### config.mk
export PLATFORM = sky130hd
export DESIGN_NAME = charStyleReg
export DESIGN_NICKNAME = d
export VERILOG_FILES = /design/src/rtl/charStylePkg.sv /design/src/rtl/charStyleCtrl.sv /design/src/rtl/charStyleData.sv /design/src/rtl/charStyleReg.sv
export SDC_FILE = /design/constraint.sdc
export NUM_CORES = 1
export LEC_CHECK = 0
export ABC_AREA = 0
export BUFFER_PORTS_ARGS = -buffer_cell sky130_fd_sc_hd__buf_2
export CORE_AREA = 3 3 40 42
export CTS_CLUSTER_DIAMETER = 150
export DETAILED_ROUTE_END_ITERATION = 8
export DIE_AREA = 0 0 43 45
export GPL_ROUTABILITY_DRIVEN = 0
export PLACE_DENSITY = 0.68
export SETUP_SLACK_MARGIN = 0.5
export SYNTH_ARGS = -nofsm -noshare
export SYNTH_HDL_FRONTEND = slang
export SYNTH_SLANG_ARGS = --single-unit
### constraint.sdc
create_clock -name clk -period 0.8 [get_ports clk]
set_input_delay 0.04 -clock clk [delete_from_list [all_inputs] [get_ports clk]]
set_output_delay 0.04 -clock clk [all_outputs]
set_load 0.1 [all_outputs]
### src/rtl/charStylePkg.sv
package charStylePkg;

  // Bit positions on the data word; the controller depends on this layout.
  localparam int SIZE_LO      = 0;
  localparam int SIZE_W       = 2;
  localparam int ORIENT_BIT   = 2;
  localparam int SHAPE_EN_BIT = 3;
  localparam int SPEED_BIT    = 9;
  localparam int SPEED_EN_BIT = 10;
  localparam int DIV_W        = 3;

  // Reset settings: x1 size, normal orientation, normal speed.
  localparam logic [SIZE_W-1:0] RESET_SIZE   = 2'b11;
  localparam logic              RESET_ORIENT = 1'b1;
  localparam logic              RESET_SPEED  = 1'b1;

  typedef struct packed {
    logic loadShape;
    logic loadSpeed;
    logic driveBus;
  } ctrlStrobes_t;

  function automatic logic [DIV_W-1:0] sizeToDiv(input logic [SIZE_W-1:0] code);
    logic [DIV_W-1:0] ratio;
    case (code)
      2'b11:   ratio = 3'd2;
      2'b10:   ratio = 3'd3;
      2'b01:   ratio = 3'd4;
      default: ratio = 3'd6;
    endcase
    return ratio;
  endfunction

endpackage

### src/rtl/charStyleCtrl.sv
module charStyleCtrl
  import charStylePkg::*;
(
  input  logic         setStrobe,
  input  logic         readStrobe,
  input  logic         shapeEnN,
  input  logic         speedEnN,
  output ctrlStrobes_t strobes
);

  always_comb begin
    strobes.loadShape = setStrobe & ~shapeEnN;
    strobes.loadSpeed = setStrobe & ~speedEnN;
    strobes.driveBus  = readStrobe;
  end

endmodule

### src/rtl/charStyleData.sv
module charStyleData
  import charStylePkg::*;
#(
  parameter int BUS_W = 16
) (
  input  logic              clk,
  input  logic              rstN,
  input  ctrlStrobes_t      strobes,
  input  logic [BUS_W-1:0]  busIn,
  output logic [BUS_W-1:0]  busOut,
  output logic [SIZE_W-1:0] sizeCode,
  output logic              rotateCcw,
  output logic              slowSpeed,
  output logic [DIV_W-1:0]  sizeDiv
);

  localparam logic [BUS_W-1:0] USED_MASK =
      (BUS_W'(2**SIZE_W - 1) << SIZE_LO) | (BUS_W'(1) << ORIENT_BIT) |
      (BUS_W'(1) << SHAPE_EN_BIT) | (BUS_W'(1) << SPEED_BIT) |
      (BUS_W'(1) << SPEED_EN_BIT);

  logic [SIZE_W-1:0] sizeQ;
  logic              orientQ;
  logic              speedQ;
  logic [BUS_W-1:0]  readWord;
  logic              unusedBusBits;

  assign unusedBusBits = ^(busIn & ~USED_MASK);

  always_ff @(posedge clk or negedge rstN) begin
    if (!rstN) begin
      sizeQ   <= RESET_SIZE;
      orientQ <= RESET_ORIENT;
    end else if (strobes.loadShape) begin
      sizeQ   <= busIn[SIZE_LO +: SIZE_W];
      orientQ <= busIn[ORIENT_BIT];
    end
  end

  always_ff @(posedge clk or negedge rstN) begin
    if (!rstN)                  speedQ <= RESET_SPEED;
    else if (strobes.loadSpeed) speedQ <= busIn[SPEED_BIT];
  end

  always_comb begin
    readWord                       = '0;
    readWord[SIZE_LO +: SIZE_W]    = sizeQ;
    readWord[ORIENT_BIT]           = orientQ;
    readWord[SHAPE_EN_BIT]         = 1'b1;
    readWord[SPEED_BIT]            = speedQ;
    readWord[SPEED_EN_BIT]         = 1'b1;
  end

  for (genvar b = 0; b < BUS_W; b++) begin : g_readGate
    assign busOut[b] = strobes.driveBus & readWord[b];
  end

  assign sizeCode  = sizeQ;
  assign rotateCcw = ~orientQ;
  assign slowSpeed = ~speedQ;
  assign sizeDiv   = sizeToDiv(sizeQ);

endmodule

### src/rtl/charStyleReg.sv
module charStyleReg
  import charStylePkg::*;
#(
  parameter int BUS_W = 16
) (
  input  logic              clk,
  input  logic              rstN,
  input  logic              setStrobe,
  input  logic              readStrobe,
  input  logic [BUS_W-1:0]  busIn,
  output logic [BUS_W-1:0]  busOut,
  output logic [SIZE_W-1:0] sizeCode,
  output logic              rotateCcw,
  output logic              slowSpeed,
  output logic [DIV_W-1:0]  sizeDiv
);

  ctrlStrobes_t strobes;

  charStyleCtrl i_ctrl (
    .setStrobe (setStrobe),
    .readStrobe(readStrobe),
    .shapeEnN  (busIn[SHAPE_EN_BIT]),
    .speedEnN  (busIn[SPEED_EN_BIT]),
    .strobes   (strobes)
  );

  charStyleData #(.BUS_W(BUS_W)) i_data (
    .clk      (clk),
    .rstN     (rstN),
    .strobes  (strobes),
    .busIn    (busIn),
    .busOut   (busOut),
    .sizeCode (sizeCode),
    .rotateCcw(rotateCcw),
    .slowSpeed(slowSpeed),
    .sizeDiv  (sizeDiv)
  );

endmodule

==> summary.txt, run 1 <==
Outcome
  • Outcome: finished, violations left
  • Failing checks: hold timing, setup timing

Yosys
  • Avg Inst Size Synth: 10.3 um^2
  • Synth Register Bits: 4
  • Sequential share of the synthesized area: 31.8%
  • Cells after Synth: 32
  • Warnings from Yosys: 0
  • Synthesized cell area: 330 um^2
  • Yosys cell types: 9

Clocking
  • Clock transition at path regs: 0.04 ns
  • TritonCTS clock tree: done
  • Total CTS buffers: 3
  • Clock sinks: 4
  • Clock Latency Late Sink: 0.23 ns
  • Htree depth: 1
  • CTS root buf: clkbuf_4
  • Bufs on Longest Clock Path: 2

GRT
  • First-pass GRT wire length: 1.04 mm
  • Largest net degree at the start of global routing: 7
  • Vias in the first global route: 217
  • Total gr overflow: 0
  • Initial antenna violation count: 0
  • GRT Total Usage: 8.19%

STA
  • Slew Viols, Final: 0
  • Fin crit period: between 1 and 1.5 ns
  • Clock skew: 0 ns
  • Final Cycle Share: 164%
  • Finish-stage setup viols: 15
  • RSZ-0062 raised after global routing: true
  • Min Hold Slack: -0.227 ns
  • Setup TNS: -4.97 ns
  • Hold Vio Cnt, Final: 4
  • Final worst setup slack: -0.516 ns
  • Fmax: between 0.7 and 0.8 GHz

Worst setup path
  • CP max-delay cell: dfstp_4
  • Crit. End Element: output port
  • Worst setup path category: flip-flop to output port
  • Worst setup SP type: flip-flop
  • Worst stage delay on the critical path: 0.63 ns
  • CP required: 0.76 ns
  • Worst Path Max Fanout: 3
  • Worst EP arrival: 1.28 ns
  • Crit-path cells: clkinvlp_4 > nor2_4 > buf_12

Final layout
  • Final nets: 83
  • Most frequent cells in the layout: 13 x buf_12, 10 x conb_1, 8 x buf_2, 6 x buf_6, 4 x mux2_4
  • Proportion of layout cells with a drive suffix above 1: 82.3%
  • Commonest non-fill, non-tap cell in the layout: buf_12
  • ANT cells: 0
  • FILL cells: between 100 and 150
  • Non-filler cells in the finished layout: between 70 and 80
  • Design Area, Final: 732 um^2
  • Area grow syn2layout: 122%

Placement
  • Placed Area: 598 um^2
  • Input/output buffers: 22
  • Dpl cells: 68

Die
  • Top Ports: 43
  • Initial Util: approximately 26%
  • Die Wd: 43 um
  • Die ar.: 1940 um^2
  • FP Rows: 13
  • Die H: 45 um
  • CORE AREA: 1280 um^2

Run
  • Max-cap check violation count: 0

Detailed routing
  • Final WL: slightly below 700 um
  • Final ANT Viol Nets: 0
  • TritonRoute pass-1 iters: 3
  • Vias: 277
  • Via density: about 3.6
  • DRC Markers: 0
  • Wire per inst: 8.99 um
  • Drt initial violations: 1

Pwr
  • Pwr dens: roughly 2700 nW/um^2
  • Pwr Total: 2.00 mW
  • Max IR drop VDD: between 1 and 1.5 mV
  • Lkg Pwr: 0.362 nW

Hold path
  • Tightest Hold Check Type: input port to async pin
==> routing by layer <==
metal / global-route usage (%) / share of wire (%)
met1: 7.80 / 34
met2: 11.7 / 46
met3: 4.78 / 17
met4: 9.04 / 3.0
met5: 0 / 0
==> stage by stage <==
step | setup slack, ns | utilization, %
after floorplan | -1.23 | -
after global placement | -0.268 | 46.5
after detailed placement | -0.275 | 46.5
after CTS | -0.526 | 56.1
after global routing | -0.561 | 57.0
final | -0.516 | 57.0
==> critical path: cells and delay by family (launching register included) <==
family	cells	cell delay, ns
simple gates	1	0.11
buf+inv	2	0.30
flops	1	0.63
==> area by class of cell <==
class                           instances  area (um^2)  area share [%]
Tap cell                               15         18.8            2.56
Multi-Input combinational cell         22          176            24.1
Timing Repair Buffer                   29          383            52.3
Clock buffer                            4         26.3            3.59
Sequential cell                         4          113            15.4
Inverter                                3         15.0            2.05
==> final timing paths <==
| path | startpoint | slack [ns] | end | depth (start not counted) |
|---|---|---|---|---|
| worst min-delay path | rstN | -0.23 | i_data.sizeCode[1] | 1 |
| worst max register to register | i_data.sizeCode[1] | -0.25 | i_data.sizeCode[1] | 3 |
| worst max-delay path | i_data.sizeCode[1] | -0.52 | sizeDiv[0] | 3 |
| max in group asynchronous | rstN | 1.00 | i_data.speedQ | 1 |
| worst min register to register | i_data.speedQ | 0.74 | i_data.speedQ | 2 |
| min in group clk | busIn[0] | 0.03 | i_data.sizeCode[0] | 2 |
==> state kept, by name (all words and copies together), names as in the netlist <==
signal,cells
i_data.sizeCode,2
i_data.orientQ,1
i_data.speedQ,1
==> repair_timing <==
| action | 4_1_cts | 5_1_grt |
|---|---|---|
| setup buffers | 4 | 1 |
| endpoints found under the setup margin | 17 | 17 |
| pin swaps | 2 | 1 |
| endpoints found under the hold margin | 4 | 4 |
| gates resized for setup | 20 | 1 |
| gates cloned | 0 | 0 |
==> power breakdown <==
group          internal, mW  switching, mW
sequential            0.267         0.0400
clock                 0.188         0.0900
combinational         0.482          0.933
total                 0.937           1.06
==> cell usage after synthesis <==
library cell	number	area, um^2
nor2_1	1	3.75
and2_1	4	25.0
buf_4	12	90.1
nor2b_4	2	27.5
nand2_1	1	3.75
mux2_4	4	60.1
dfstp_2	4	105
inv_1	3	11.3
conb_1	1	3.75
==> kinds of logic after synthesis <==
group / Yosys count / synth area share, %
buffers and inverters: 15 / 30.7
AND/OR/NAND/NOR: 8 / 18.2
multiplexers: 4 / 18.2
flip-flops: 4 / 31.8
other: 1 / 1.14
Power figures use the tool's default switching activity.
==> inputs of run 2 (changes only) <==
--- a/config.mk
+++ b/config.mk
@@ -13,7 +13,9 @@
 export DIE_AREA = 0 0 43 45
 export GPL_ROUTABILITY_DRIVEN = 0
 export PLACE_DENSITY = 0.68
+export RECOVER_POWER = 100
 export SETUP_SLACK_MARGIN = 0.5
 export SYNTH_ARGS = -nofsm -noshare
 export SYNTH_HDL_FRONTEND = slang
+export SYNTH_HIERARCHICAL = 1
 export SYNTH_SLANG_ARGS = --single-unit
==> summary.txt, run 2 <==
Worst setup path
  • Worst Path Max Fanout: 6
  • Crit. End Element: output port
  • Reg2reg setup slack: -0.14 ns
  • Worst setup SP type: flip-flop
  • Reg-to-Reg Start: i_data/sizeCode[0]
  • Worst r2r dst: i_data/sizeCode[0]
  • CP required: 0.76 ns
  • Worst EP arrival: 1.20 ns
  • Number of cells on the worst reg-to-reg path: 2
  • Worst setup path category: flip-flop to output port

Clocking
  • Htree depth: 1
  • Total CTS buffers: 3
  • Clock sinks: 4
  • Clock transition at path regs: around 0.04 ns
  • CTS root buf: clkbuf_4
  • Bufs on Longest Clock Path: 2
  • TritonCTS clock tree: done
  • Clock Latency Late Sink: approximately 0.23 ns

Detailed routing
  • TritonRoute pass-1 iters: 1
  • Drt initial violations: 0
  • Final WL: 681 um
  • DRC Markers: 0
  • Final ANT Viol Nets: 0
  • Via density: 3.57
  • Vias: 264
  • Wire per inst: a little over 9 um

STA
  • Setup TNS: -4.19 ns
  • Slew Viols, Final: 0
  • Fin crit period: between 1 and 1.5 ns
  • Final worst setup slack: -0.443 ns
  • Finish-stage setup viols: 13
  • Relative slew slack: 63.9%
  • Clock skew: 0 ns
  • RSZ-0062 raised after global routing: true
  • Min Hold Slack: -0.157 ns
  • Slew at the pin closest to its max-slew limit: 0.545 ns
  • Final Cycle Share: 155%
  • Fmax: around 0.80 GHz
  • Hold Vio Cnt, Final: 4

Yosys
  • Synth Register Bits: 4
  • Synth Flop Type: dfstp_2
  • Avg Inst Size Synth: 9.93 um^2
  • Warnings from Yosys: 6
  • Yosys cell types: 9
  • Leading area contributor after synthesis: dfstp_2
  • Commonest cells in the netlist: 13 x buf_4, 4 x and2_1, 4 x dfstp_2, 4 x mux2_1, 3 x inv_1
  • Cells after Synth: 33
  • Cell with the most instances after synthesis: buf_4
  • Sequential share of the synthesized area: between 30 and 40%
  • Post-synth top area share: between 30% and 40%
  • Synthesized cell area: about 330 um^2
  • Area contributors post-synth: dfstp_2 32%, buf_4 30%, mux2_1 14%
  • Async SR Flop Fraction: 100%
  • Number of synthesized flops with an enable pin: 0

GRT
  • Total gr overflow: 0
  • Largest net degree at the start of global routing: 7
  • GRT Total Usage: 7.44%
  • First-pass GRT wire length: 993 um
  • Vias in the first global route: between 200 and 300
  • Initial antenna violation count: 0

Outcome
  • Outcome: finished, violations left
  • Failing checks: hold timing, setup timing

Pwr
  • Max IR drop VDD: 1.31 mV
  • Lkg Pwr: 0.332 nW
  • Pwr Total: 1.91 mW
  • Pwr dens: ~2800 nW/um^2

Final layout
  • Final nets: 80
  • Most frequent cells in the layout: 12 x buf_12, 10 x conb_1, 7 x buf_2, 4 x clkbuf_4
  • ANT cells: 0
  • Area grow syn2layout: 105%
  • Proportion of layout cells with a drive suffix above 1: a little under three quarters
  • Max FFs per register: 2
  • Layout Utilization: 52.2%
  • Commonest non-fill, non-tap cell in the layout: buf_12

Die
  • Die ar.: 1940 um^2
  • FP Rows: 13
  • Die Wd: 43 um
  • Initial Util: between 20% and 30%
  • Top Ports: 43
  • CORE AREA: ~1300 um^2
  • Die H: approximately 45 um

Placement
  • HPWL Detailed: 572 um
  • Input/output buffers: 22

Run
  • Max-cap check violation count: 0

Hold path
  • Tightest Hold Check Type: input port to async pin
[run 2: changes by cell type in the layout (fill, tap and decap cells not counted), moves of 2 or more]
cell and delta:
mux2_4 -3, buf_6 -4, dfstp_1 +2, dfstp_2 -2, mux2_1 +3
[run 2: report_power, final]
part | internal, mW | switching [mW] | leakage (nW)
Combinational | 0.423 | 0.915 | 0.275
Clock | 0.187 | 0.0866 | 0.0150
Sequential | 0.261 | 0.0355 | 0.0419
[run 2: logic make-up (layout without fill, tap and decap cells)]
group                  after synthesis  count (layout)  share of synthesized area (%)
and+or+nand+nor                      8               8                           19.8
other                                1              10                           1.14
DFF                                  4               4                           32.1
buffers and inverters               16              33                           33.2
muxes                                4               4                           13.7
[run 2: per-stage QoR]
stage	instances	setup WS, ns	hold WS [ns]	cell area [um^2]
CTS	72	-0.459	-0.231	669
global route	74	-0.474	-0.124	671
floorplan	42	-0.614	-0.108	420
detailed placement	68	-0.199	0.0250	584
global placement	68	-0.185	0.0240	584
finish	74	-0.443	-0.157	671
[run 2: worst max path at each step]
stage                       to                from  depth (start not counted)  slack [ns]
floorplan           sizeDiv[0]  i_data/sizeCode[1]                          1       -0.61
global placement    sizeDiv[0]  i_data/sizeCode[1]                          2       -0.18
detailed placement  sizeDiv[0]  i_data/sizeCode[1]                          2       -0.20
CTS                 sizeDiv[0]  i_data/sizeCode[1]                          2       -0.46
global route        sizeDiv[0]  i_data/sizeCode[1]                          2       -0.47
finish              sizeDiv[0]  i_data/sizeCode[1]                          2       -0.44
[run 2: worst max-delay path: stages (launching register included)]
cell and delay [ns]:
dfstp_4 0.63, nor2b_4 0.16, buf_12 0.18
[run 2: layout make-up]
type                       count  area [um^2]
fill                         115          614
clock buffer                   4         26.3
sequential                     4          113
inverter                       3         13.8
timing repair buffer          26          329
multi-input combinational     22          170
tap                           15         18.8
[run 2: per-layer routing]
layer	track usage [%]	up-vias	part of all wire [%]
met5	0	-	0
met4	7.23	0	0
met2	13.8	17	61
li1	-	128	-
met3	2.79	0	12
met1	5.84	119	27
[run 2: timing repair]
action,in CTS,in global routing
setup buffers,0,2
endpoints found under the setup margin,17,17
endpoints found under the hold margin,4,4
resized for setup,18,5
pin swaps,1,0
==> inputs of run 3 (changes only) <==
--- a/config.mk
+++ b/config.mk
@@ -7,10 +7,10 @@
 export LEC_CHECK = 0
 export ABC_AREA = 0
 export BUFFER_PORTS_ARGS = -buffer_cell sky130_fd_sc_hd__buf_2
-export CORE_AREA = 3 3 40 42
+export CORE_AREA = 2 2 39 41
 export CTS_CLUSTER_DIAMETER = 150
 export DETAILED_ROUTE_END_ITERATION = 8
-export DIE_AREA = 0 0 43 45
+export DIE_AREA = 0 0 41 43
 export GPL_ROUTABILITY_DRIVEN = 0
 export PLACE_DENSITY = 0.68
 export RECOVER_POWER = 100
==> summary.txt, run 3 (same netlist as run 2, synthesis figures left out) <==
STA
  • Finish-stage setup viols: 13
  • Clock skew: 0 ns
  • Hold Vio Cnt, Final: 4
  • Relative slew slack: 63.7%
  • RSZ-0062 raised after global routing: true
  • Min Hold Slack: -0.166 ns
  • Final worst setup slack: -0.447 ns
  • Setup TNS: -4.16 ns
  • Fmax: around 0.8 GHz
  • Fin crit period: around 1.2 ns
  • Slew Viols, Final: 0
  • Slew at the pin closest to its max-slew limit: between 0.5 and 0.6 ns
  • Final Cycle Share: 156%

Final layout
  • Max FFs per register: 2
  • Area grow syn2layout: 93.9%
  • Final nets: 78
  • Proportion of layout cells with a drive suffix above 1: 66.7%
  • Most frequent cells in the layout: 11 x buf_12, 10 x conb_1, 7 x buf_2, 4 x mux2_1
  • ANT cells: 0
  • Commonest non-fill, non-tap cell in the layout: buf_12

Detailed routing
  • Vias: 256
  • DRC Markers: 0
  • Via density: 3.51
  • Wire per inst: 8.38 um
  • Final WL: 612 um
  • Final ANT Viol Nets: 0
  • TritonRoute pass-1 iters: 1
  • Drt initial violations: 0

Worst setup path
  • Worst setup path category: flip-flop to output port
  • Reg2reg setup slack: -0.16 ns
  • Worst EP arrival: around 1.2 ns
  • CP required: 0.76 ns
  • Crit-path cells: and2_4 > buf_12
  • Worst stage delay on the critical path: 0.65 ns
  • Worst setup SP type: flip-flop
  • WP buf/inv: 1
  • CP max-delay cell: dfstp_4
  • CP top delay family: flip-flops
  • Worst Path Max Fanout: 5
  • Crit. End Element: output port

Die
  • Top Ports: between 40 and 50
  • Die ar.: roughly 1800 um^2
  • Initial Util: roughly a quarter
  • Die H: 43 um
  • CORE AREA: 1380 um^2
  • Die Wd: 41 um
  • FP Rows: 14

Clocking
  • Total CTS buffers: 3
  • Clock transition at path regs: 0.04 ns
  • Bufs on Longest Clock Path: 2
  • Clock sinks: 4
  • Clock Latency Late Sink: roughly 0.23 ns
  • Htree depth: 1
  • TritonCTS clock tree: done
  • CTS root buf: clkbuf_4
  • Post-CTS setup buffer count: 0

GRT
  • First-pass GRT wire length: 793 um
  • Largest net degree at the start of global routing: 7
  • Vias in the first global route: 230
  • GRT Total Usage: 7.68%
  • Total gr overflow: 0
  • Initial antenna violation count: 0

Outcome
  • Outcome: finished, violations left
  • Failing checks: hold timing, setup timing

Pwr
  • Lkg Pwr: 0.315 nW
  • Pwr Total: 1.86 mW
  • Max IR drop VDD: 0.906 mV
  • Pwr dens: 2930 nW/um^2

Placement
  • Pre-CTS WS: -0.196 ns
  • Input/output buffers: 22

Hold path
  • Tightest Hold Check Type: input port to async pin

Run
  • Max-cap check violation count: 0
[run 3: what timing repair did]
action                                  in CTS  in global routing
endpoints found under the setup margin      17                 17
endpoints found under the hold margin        4                  4
resized for setup                           13                  4
pin swaps                                    1                  0
[run 3: worst paths after layout]
path	cells after the start	to	start
max	2	busOut[0]	i_data/sizeCode[0]
min	1	i_data/sizeCode[0]	rstN
max reg2reg	2	i_data/sizeCode[1]	i_data/sizeCode[1]
min reg2reg	1	i_data/orientQ	i_data/orientQ
max in group asynchronous	1	i_data/speedQ	rstN
min in group clk	2	i_data/sizeCode[1]	busIn[1]
[run 3: per-layer routing]
layer	track usage [%]	vias up	wire, um
li1	-	124	-
met1	4.92	117	160
met5	0	-	0
met3	3.14	0	72
met4	10.0	0	0
met2	12.5	15	379
[run 3: worst reg2reg max path: cells and delay by family, from the launching register on]
family	cells	cell delay (ns)
DFF	1	0.47
buffers and inverters	1	0.14
muxes	1	0.28
[run 3: layout make-up]
class	instances	area, um^2
Fill cell	139	748
Timing Repair Buffer	24	299
Multi-Input combinational cell	22	166
Sequential cell	4	113
Clock buffer	4	26.3
Tap cell	16	20.0
Inverter	3	11.3
[run 3: power breakdown]
part	internal [mW]	total (mW)	switching, mW
Sequential	0.261	0.297	0.0359
Clock	0.188	0.276	0.0881
Combinational	0.385	1.29	0.903
Total	0.834	1.86	1.03
[run 3: metrics by stage]
step | instances | utilization [%] | area, um^2
global placement | 69 | 42.3 | 586
finish | 73 | 45.9 | 636
global route | 73 | 45.9 | 636
CTS | 73 | 47.0 | 651
floorplan | 42 | - | 420
detailed placement | 69 | 42.3 | 586
